[src/rtl/rx_xfer_engine.sv]
module rx_xfer_engine #(
  parameter int DW = 16,
  parameter int DEPTH = 32,
  parameter int TW = 8
) (
  input  logic          clk,
  input  logic          rst_n,
  input  logic          burst_mode,
  input  logic [TW-1:0] tmo_limit,
  input  logic          cmd_start,
  input  logic [$clog2(DEPTH)-1:0] cmd_wc,
  input  logic          cmd_mode,
  input  logic          word_valid,
  input  logic [DW-1:0] word_data,
  input  logic          msg_end,
  output logic          dma_req,
  input  logic          dma_gnt,
  output logic          wr_en,
  output logic [DW-1:0] wr_data,
  output logic          gbr_n
);
  localparam int AW = $clog2(DEPTH);
  localparam int CW = AW + 2;

  typedef enum logic [1:0] {S_IDLE, S_REQ, S_XFER} st_t;

  st_t           st_q;
  logic [DW-1:0] mem [DEPTH];
  logic [AW:0]   wptr_q, rptr_q, level;
  logic [CW-1:0] rcvd_q, exp_q;
  logic [TW-1:0] tmo_q;
  logic [1:0]    gbr_q;
  logic          open_q, ended_q, fail_q, mode_q;
  logic          store, eval, good;

  assign level   = wptr_q - rptr_q;
  assign store   = word_valid && open_q && (level != (AW+1)'(DEPTH));
  assign eval    = ended_q && st_q == S_IDLE && level == '0;
  assign good    = !mode_q && !fail_q && rcvd_q == exp_q;
  assign dma_req = st_q == S_REQ;
  assign wr_en   = st_q == S_XFER;
  assign wr_data = mem[rptr_q[AW-1:0]];
  assign gbr_n   = gbr_q == 2'd0;

  always_ff @(posedge clk)
    if (store) mem[wptr_q[AW-1:0]] <= word_data;

  always_ff @(posedge clk) begin
    if (!rst_n) begin
      st_q <= S_IDLE; wptr_q <= '0; rptr_q <= '0; rcvd_q <= '0; exp_q <= '0;
      tmo_q <= '0; gbr_q <= '0; open_q <= 1'b0; ended_q <= 1'b0;
      fail_q <= 1'b0; mode_q <= 1'b0;
    end else begin
      if (gbr_q != 2'd0) gbr_q <= gbr_q - 2'd1;
      if (cmd_start) begin
        open_q  <= 1'b1;
        ended_q <= 1'b0;
        fail_q  <= 1'b0;
        rcvd_q  <= '0;
        mode_q  <= cmd_mode;
        exp_q   <= (cmd_wc == '0) ? CW'(DEPTH) : CW'(cmd_wc);
      end else if (msg_end && open_q) begin
        open_q  <= 1'b0;
        ended_q <= 1'b1;
      end
      if (word_valid && open_q && !cmd_start && rcvd_q != CW'(DEPTH + 1))
        rcvd_q <= rcvd_q + 1'b1;
      if (store) wptr_q <= wptr_q + 1'b1;
      if (eval) begin
        ended_q <= 1'b0;
        if (good) gbr_q <= 2'd2;
      end
      unique case (st_q)
        S_IDLE: begin
          tmo_q <= '0;
          if (level != '0 && (!burst_mode || ended_q)) st_q <= S_REQ;
        end
        S_REQ: begin
          if (dma_gnt) st_q <= S_XFER;
          else if (tmo_q + 1'b1 >= tmo_limit) begin
            st_q   <= S_IDLE;
            fail_q <= 1'b1;
            rptr_q <= burst_mode ? wptr_q : rptr_q + 1'b1;
          end else tmo_q <= tmo_q + 1'b1;
        end
        S_XFER: begin
          rptr_q <= rptr_q + 1'b1;
          if (!burst_mode || level == (AW+1)'(1)) st_q <= S_IDLE;
        end
        default: st_q <= S_IDLE;
      endcase
    end
  end

  a_r2_write_follows_grant: assert property (@(posedge clk) disable iff (!rst_n)
    $rose(wr_en) |-> $past(dma_req && dma_gnt));
  a_r3_req_bounded: assert property (@(posedge clk) disable iff (!rst_n)
    dma_req |-> tmo_q < tmo_limit);
  a_r4_no_req_while_open: assert property (@(posedge clk) disable iff (!rst_n)
    (burst_mode && $rose(dma_req)) |-> !open_q);
  a_r4_back_to_back: assert property (@(posedge clk) disable iff (!rst_n)
    (burst_mode && wr_en && level > (AW+1)'(1)) |=> wr_en);
  a_r6_two_clock_pulse: assert property (@(posedge clk) disable iff (!rst_n)
    $fell(gbr_n) |=> !gbr_n ##1 gbr_n);
  a_r7_no_pulse_on_fault: assert property (@(posedge clk) disable iff (!rst_n)
    $fell(gbr_n) |-> (!fail_q && !mode_q));
  a_r8_no_empty_write: assert property (@(posedge clk) disable iff (!rst_n)
    wr_en |-> level != '0);
endmodule

[config.mk]
export PLATFORM = sky130hd
export DESIGN_NAME = rx_xfer_engine
export DESIGN_NICKNAME = d
export VERILOG_FILES = /design/src/rtl/rx_xfer_engine.sv
export SDC_FILE = /design/constraint.sdc
export NUM_CORES = 1
export LEC_CHECK = 0
export ABC_AREA = 1
export CORE_MARGIN = 2
export CORE_UTILIZATION = 35
export DETAILED_ROUTE_END_ITERATION = 8
export GPL_ROUTABILITY_DRIVEN = 0
export HOLD_SLACK_MARGIN = 0.12
export SLEW_MARGIN = 20
export SYNTH_ARGS = -nofsm -noshare
export SYNTH_HDL_FRONTEND = slang
export SYNTH_SLANG_ARGS = --single-unit
[constraint.sdc]
create_clock -name clk -period 9.3 [get_ports clk]
set_input_delay 2.325 -clock clk [delete_from_list [all_inputs] [get_ports clk]]
set_output_delay 2.325 -clock clk [all_outputs]
set_load 0.05 [all_outputs]
After elaboration in Yosys (flattened, before gate mapping)
Memory sizes are Yosys's and may differ from the RTL's. A register that Yosys moved wholly into a read port is not among the register bits.
Cells that the tools add are included.
{"block": "op_classes", "add_sub_neg": 6, "bitwise_logic": 1, "n_mux": 28, "reduce_logical": 30, "magnitude_cmp": 1, "n_eq_ne": 12}
{"cell": "$mux 6", "count": 4}
{"cell": "$mux 8", "count": 2}
{"cell": "$pmux 8 s2", "count": 1}
{"cell": "$mux 2", "count": 7}
{"cell": "$mux 7", "count": 2}
{"cell": "$add 6x1->6 const B", "count": 2}
{"cell": "$pmux 6 s2", "count": 1}
{"cell": "$logic_and 1x1->1", "count": 10}
{"cell": "$mux 5", "count": 2}
{"cell": "$reduce_bool 2->1", "count": 5}
{"cell": "$reduce_and 3->1", "count": 3}
{"cell": "$add 8x1->8 const B", "count": 1}
{"cell": "$ge 8x8->1", "count": 1}
{"cell": "$mux 1", "count": 8}
{"cell": "$add 7x1->7 const B", "count": 1}
{"cell": "$eq 7x7->1", "count": 1}
{"cell": "$ne 7x6->1 const B", "count": 1}
{"cell": "$eq 6x1->1 const B", "count": 1}
{"cell": "$logic_not 6->1", "count": 1}
{"cell": "$ne 2x1->1 const B", "count": 3}
{"cell": "$ne 6x6->1 const B", "count": 1}
{"cell": "$pmux 2 s3", "count": 1}
{"cell": "$reduce_bool 6->1", "count": 1}
{"cell": "$sub 6x6->6", "count": 1}
{"cell": "11 further kinds", "count": 17}
{"block": "totals", "ramBits": 512, "n_memories": 1, "wordCells": 90, "reg_bits": 42, "in_bits": 37}
{"name": "mem", "depth": 32, "width": 16, "rd": 1, "rd_clocked_by_memory_dff": 1, "wr": 1, "line_no": "28", "text": "logic [DW-1:0] mem [DEPTH];"}

Depth between registers and ports, before layout
{"block": "logic_depth", "word_depth": 7, "depth_mapped": 16, "mapped_depth_nobuf": 15}

Least setup slack after synthesis
No wires, ideal clock.
{"block": "synth_timing", "path_type": "reg-to-output", "start": "register (tool-made name)", "end": "output port wr_data[13]", "arrival_ps": 2047, "slack_ps": 4928, "stages_incl_launch_ff": 8, "path_cell_list": "dfxtp_1 buf_4 buf_6 buf_4 o21ai_0 o221ai_1 nand3_1 a31oi_1"}
{"item": "to (decl)", "line_no": "19", "text": "output logic [DW-1:0] wr_data,"}

==> impl_metrics.env <==
export IMPL_stdcell_count=2781
export IMPL_fill_cells=6050
export IMPL_io_pins=56
export IMPL_rsz0062_at_grt="no"
export IMPL_cp_arrival_ns=4.44
export IMPL_cts_root_buf="clkbuf_16"
export IMPL_ctsHoldBuffers=0
export IMPL_insertion_delay_ns=0.62
export IMPL_synth_compound_area_share_pct=13.59
export IMPL_vias=15060
export IMPL_outcome="completed"
export IMPL_drive_gt1_share_pct=9.615
export IMPL_ant_nets=0
export IMPL_io_buffer_count=55
export IMPL_holdWs_ns=0.4725
export IMPL_first_pass_iters=5
export IMPL_grt_pass1_wl_mm=90.89
export IMPL_path_clk_slew_ns=0.06
export IMPL_min_period_ns=6.762
export IMPL_cts_repair_resized=0
export IMPL_max_freq_mhz=147.9
export IMPL_die_area_sq_um=67290
export IMPL_worstReg2RegStart="wptr_q[0]$_SDFFE_PN0P_"
export IMPL_cts_tree="done"
export IMPL_grt_overflow=0
export IMPL_synth_top_family_by_area="compound AO/OA/AOI/OAI gates"
export IMPL_drt_wl_total_mm=60.02
export IMPL_yosys_area_share_simple_pct=9.524
export IMPL_setup_violations=0
export IMPL_areaGrowthSynthToFinish_pct=13.99
export IMPL_avgSynthCellArea_sq_um=12.48
export IMPL_hpwl_mm=33.78
export IMPL_muxShareOfSynthArea_pct=0
export IMPL_grt_use_total_pct=17.72
export IMPL_final_common_cell="edfxtp_1"
export IMPL_grt_start_max_net_pins=188
export IMPL_die_x_microns=259.4
export IMPL_worstPathMaxFanout=65
export IMPL_antenna_found_initial=4
export IMPL_cts_setup_buffers=0
export IMPL_grt_pass1_vias=14630
export IMPL_p_per_area_nw_per_um2=300.9
export IMPL_crit_path_start_kind="flop"
export IMPL_max_slew_margin_pct=30.33
export IMPL_end_kind="output port"
export IMPL_finClkSkew_ns=0.03868
export IMPL_drv_slew=0
export IMPL_vias_per_cell=5.417
export IMPL_hold_violations=0
export IMPL_first_iter_violations=1719
export IMPL_row_count=93
export IMPL_worstMarginPinSlew_ns=1.045
export IMPL_synth_fa_ha_area_share_pct=1.458
export IMPL_final_net_count=1940
export IMPL_seq_area_sq_um=16300
export IMPL_synth_net_count=1893
export IMPL_hp_class="reg2reg"
export IMPL_peakVddDrop_uv=250.8
export IMPL_yosys_area_share_xor_xnor_pct=0.3836
export IMPL_power_mw=7.831
export IMPL_tns_ns=0
export IMPL_drc_errors=0
export IMPL_die_h_microns=259.4
export IMPL_multiInputGateArea_sq_um=5742
export IMPL_yosysSeqAreaShare_pct=71.37
export IMPL_finalCritPeriodShare_pct=72.71
export IMPL_yosysUniqueCellTypes=41
export IMPL_start_util_pct=35.42
export IMPL_crit_type="reg2out"
export IMPL_fp_coreArea_sq_um=64460
export IMPL_ys_ff_latch=558
export IMPL_cts_inserted_buffers=57
export IMPL_critical_path_required_ns=6.98
export IMPL_leakage_nw=8.478
export IMPL_syn_cell_area_sq_um=22830
export IMPL_htree_levels=2
export IMPL_dp_cells=2673
export IMPL_maxCapViolCount=0
export IMPL_worstHoldStart="fail_q$_SDFF_PN0_"
export IMPL_clock_sinks=558
export IMPL_wl_per_cell_microns=21.58
export IMPL_clk_path_buf_depth=3
export IMPL_synthCells=1830
export IMPL_yosysWarnings=0
export IMPL_layout_common_cells="edfxtp_1 (512), nor2_1 (346), o21ai_0 (287)"
==> per-layer routing <==
metal	GRT usage, %	vias to the layer above	part of all wire (%)
li1	-	6898	-
met1	25.28	7508	43
met2	28.23	558	47
met3	2.900	100	8.1
met4	4.438	0	2.0
met5	0	-	0
==> worst max-delay path, stage by stage, from the launching register on <==
cell,delay (ns)
dfxtp_4,0.81
clkinv_2,0.81
buf_4,0.53
o21ai_0,0.14
o221ai_1,0.13
a31oi_1,0.41
a22oi_1,0.22
clkdlybuf4s50_1,0.75
==> power breakdown <==
| group | switching (mW) | internal (mW) |
|---|---|---|
| clock | 0.951 | 1.20 |
| sequential | 0.116 | 2.78 |
| combinational | 1.99 | 0.790 |
| total | 3.06 | 4.77 |
==> synth_stat cells (all sizes together) <==
library cell  number  area share, %
edfxtp           512             67
nor2             358            5.9
o21ai            305            6.7
o221ai           100            3.8
nand2             86            1.6
clkbuf            71            1.2
inv               70            1.2
nand3             61            1.4
dfxtp             46            4.0
buf               44            1.3
a21oi             42           0.99
o22ai             30           0.82
ha                25            1.4
a31oi             23           0.63
nor3              10           0.22
nand4              8           0.22
a22oi              7           0.23
xor2               6           0.23
nand3b             4           0.13
o21bai             4           0.13
xnor2              4           0.15
a211oi             3           0.12
or2                3          0.082
a221oi             2          0.077
clkinv             2          0.033
and3               1          0.027
fa                 1          0.088
o21a               1          0.033
o31ai              1          0.033
==> kinds of logic after synthesis <==
family / after synthesis
flip-flops: 558
AND/OR/NAND/NOR: 531
AO/OA/AOI/OAI: 518
buffers and inverters: 187
adder cells (fa/ha/maj): 26
XOR/XNOR: 10
==> state kept, by name, indices dropped and copies added (netlist names), 2 cells and up, named ones only <==
name / flops
wptr_q: 6
st_q: 2
gbr_q: 2
mem: 512
rcvd_q: 7
rptr_q: 6
exp_q: 6
tmo_q: 8
==> cell type report <==
| type | count | share of cell area [%] |
|---|---|---|
| inverter | 72 | 1.067 |
| antenna | 2 | 0.01923 |
| clock buffer | 68 | 5.721 |
| tap | 855 | 4.110 |
| timing repair buffer | 103 | 3.365 |
| clock inverter | 38 | 1.010 |
| sequential | 558 | 62.65 |
| multi-input combinational | 1085 | 22.06 |
==> per-stage QoR <==
| stage | setup slack [ns] | area (sq um) | util (%) |
|---|---|---|---|
| floorplan | 4.928 | 22830 | - |
| global placement | 3.166 | 24330 | 37.74 |
| detailed placement | 3.151 | 24320 | 37.73 |
| CTS | 2.519 | 26070 | 40.44 |
| global route | 2.339 | 26020 | 40.37 |
| finish | 2.538 | 26030 | 40.37 |
==> worst paths after layout <==
path / end / slack (ns) / depth (start not counted)
max: wr_data[12] / 2.54 / 7
min: fail_q$_SDFF_PN0_ / 0.47 / 2
max reg2reg: mem[10][11]$_DFFE_PP_ / 6.12 / 13
min reg2reg: fail_q$_SDFF_PN0_ / 0.47 / 2
No activity file was read; power rests on OpenSTA's default activity.
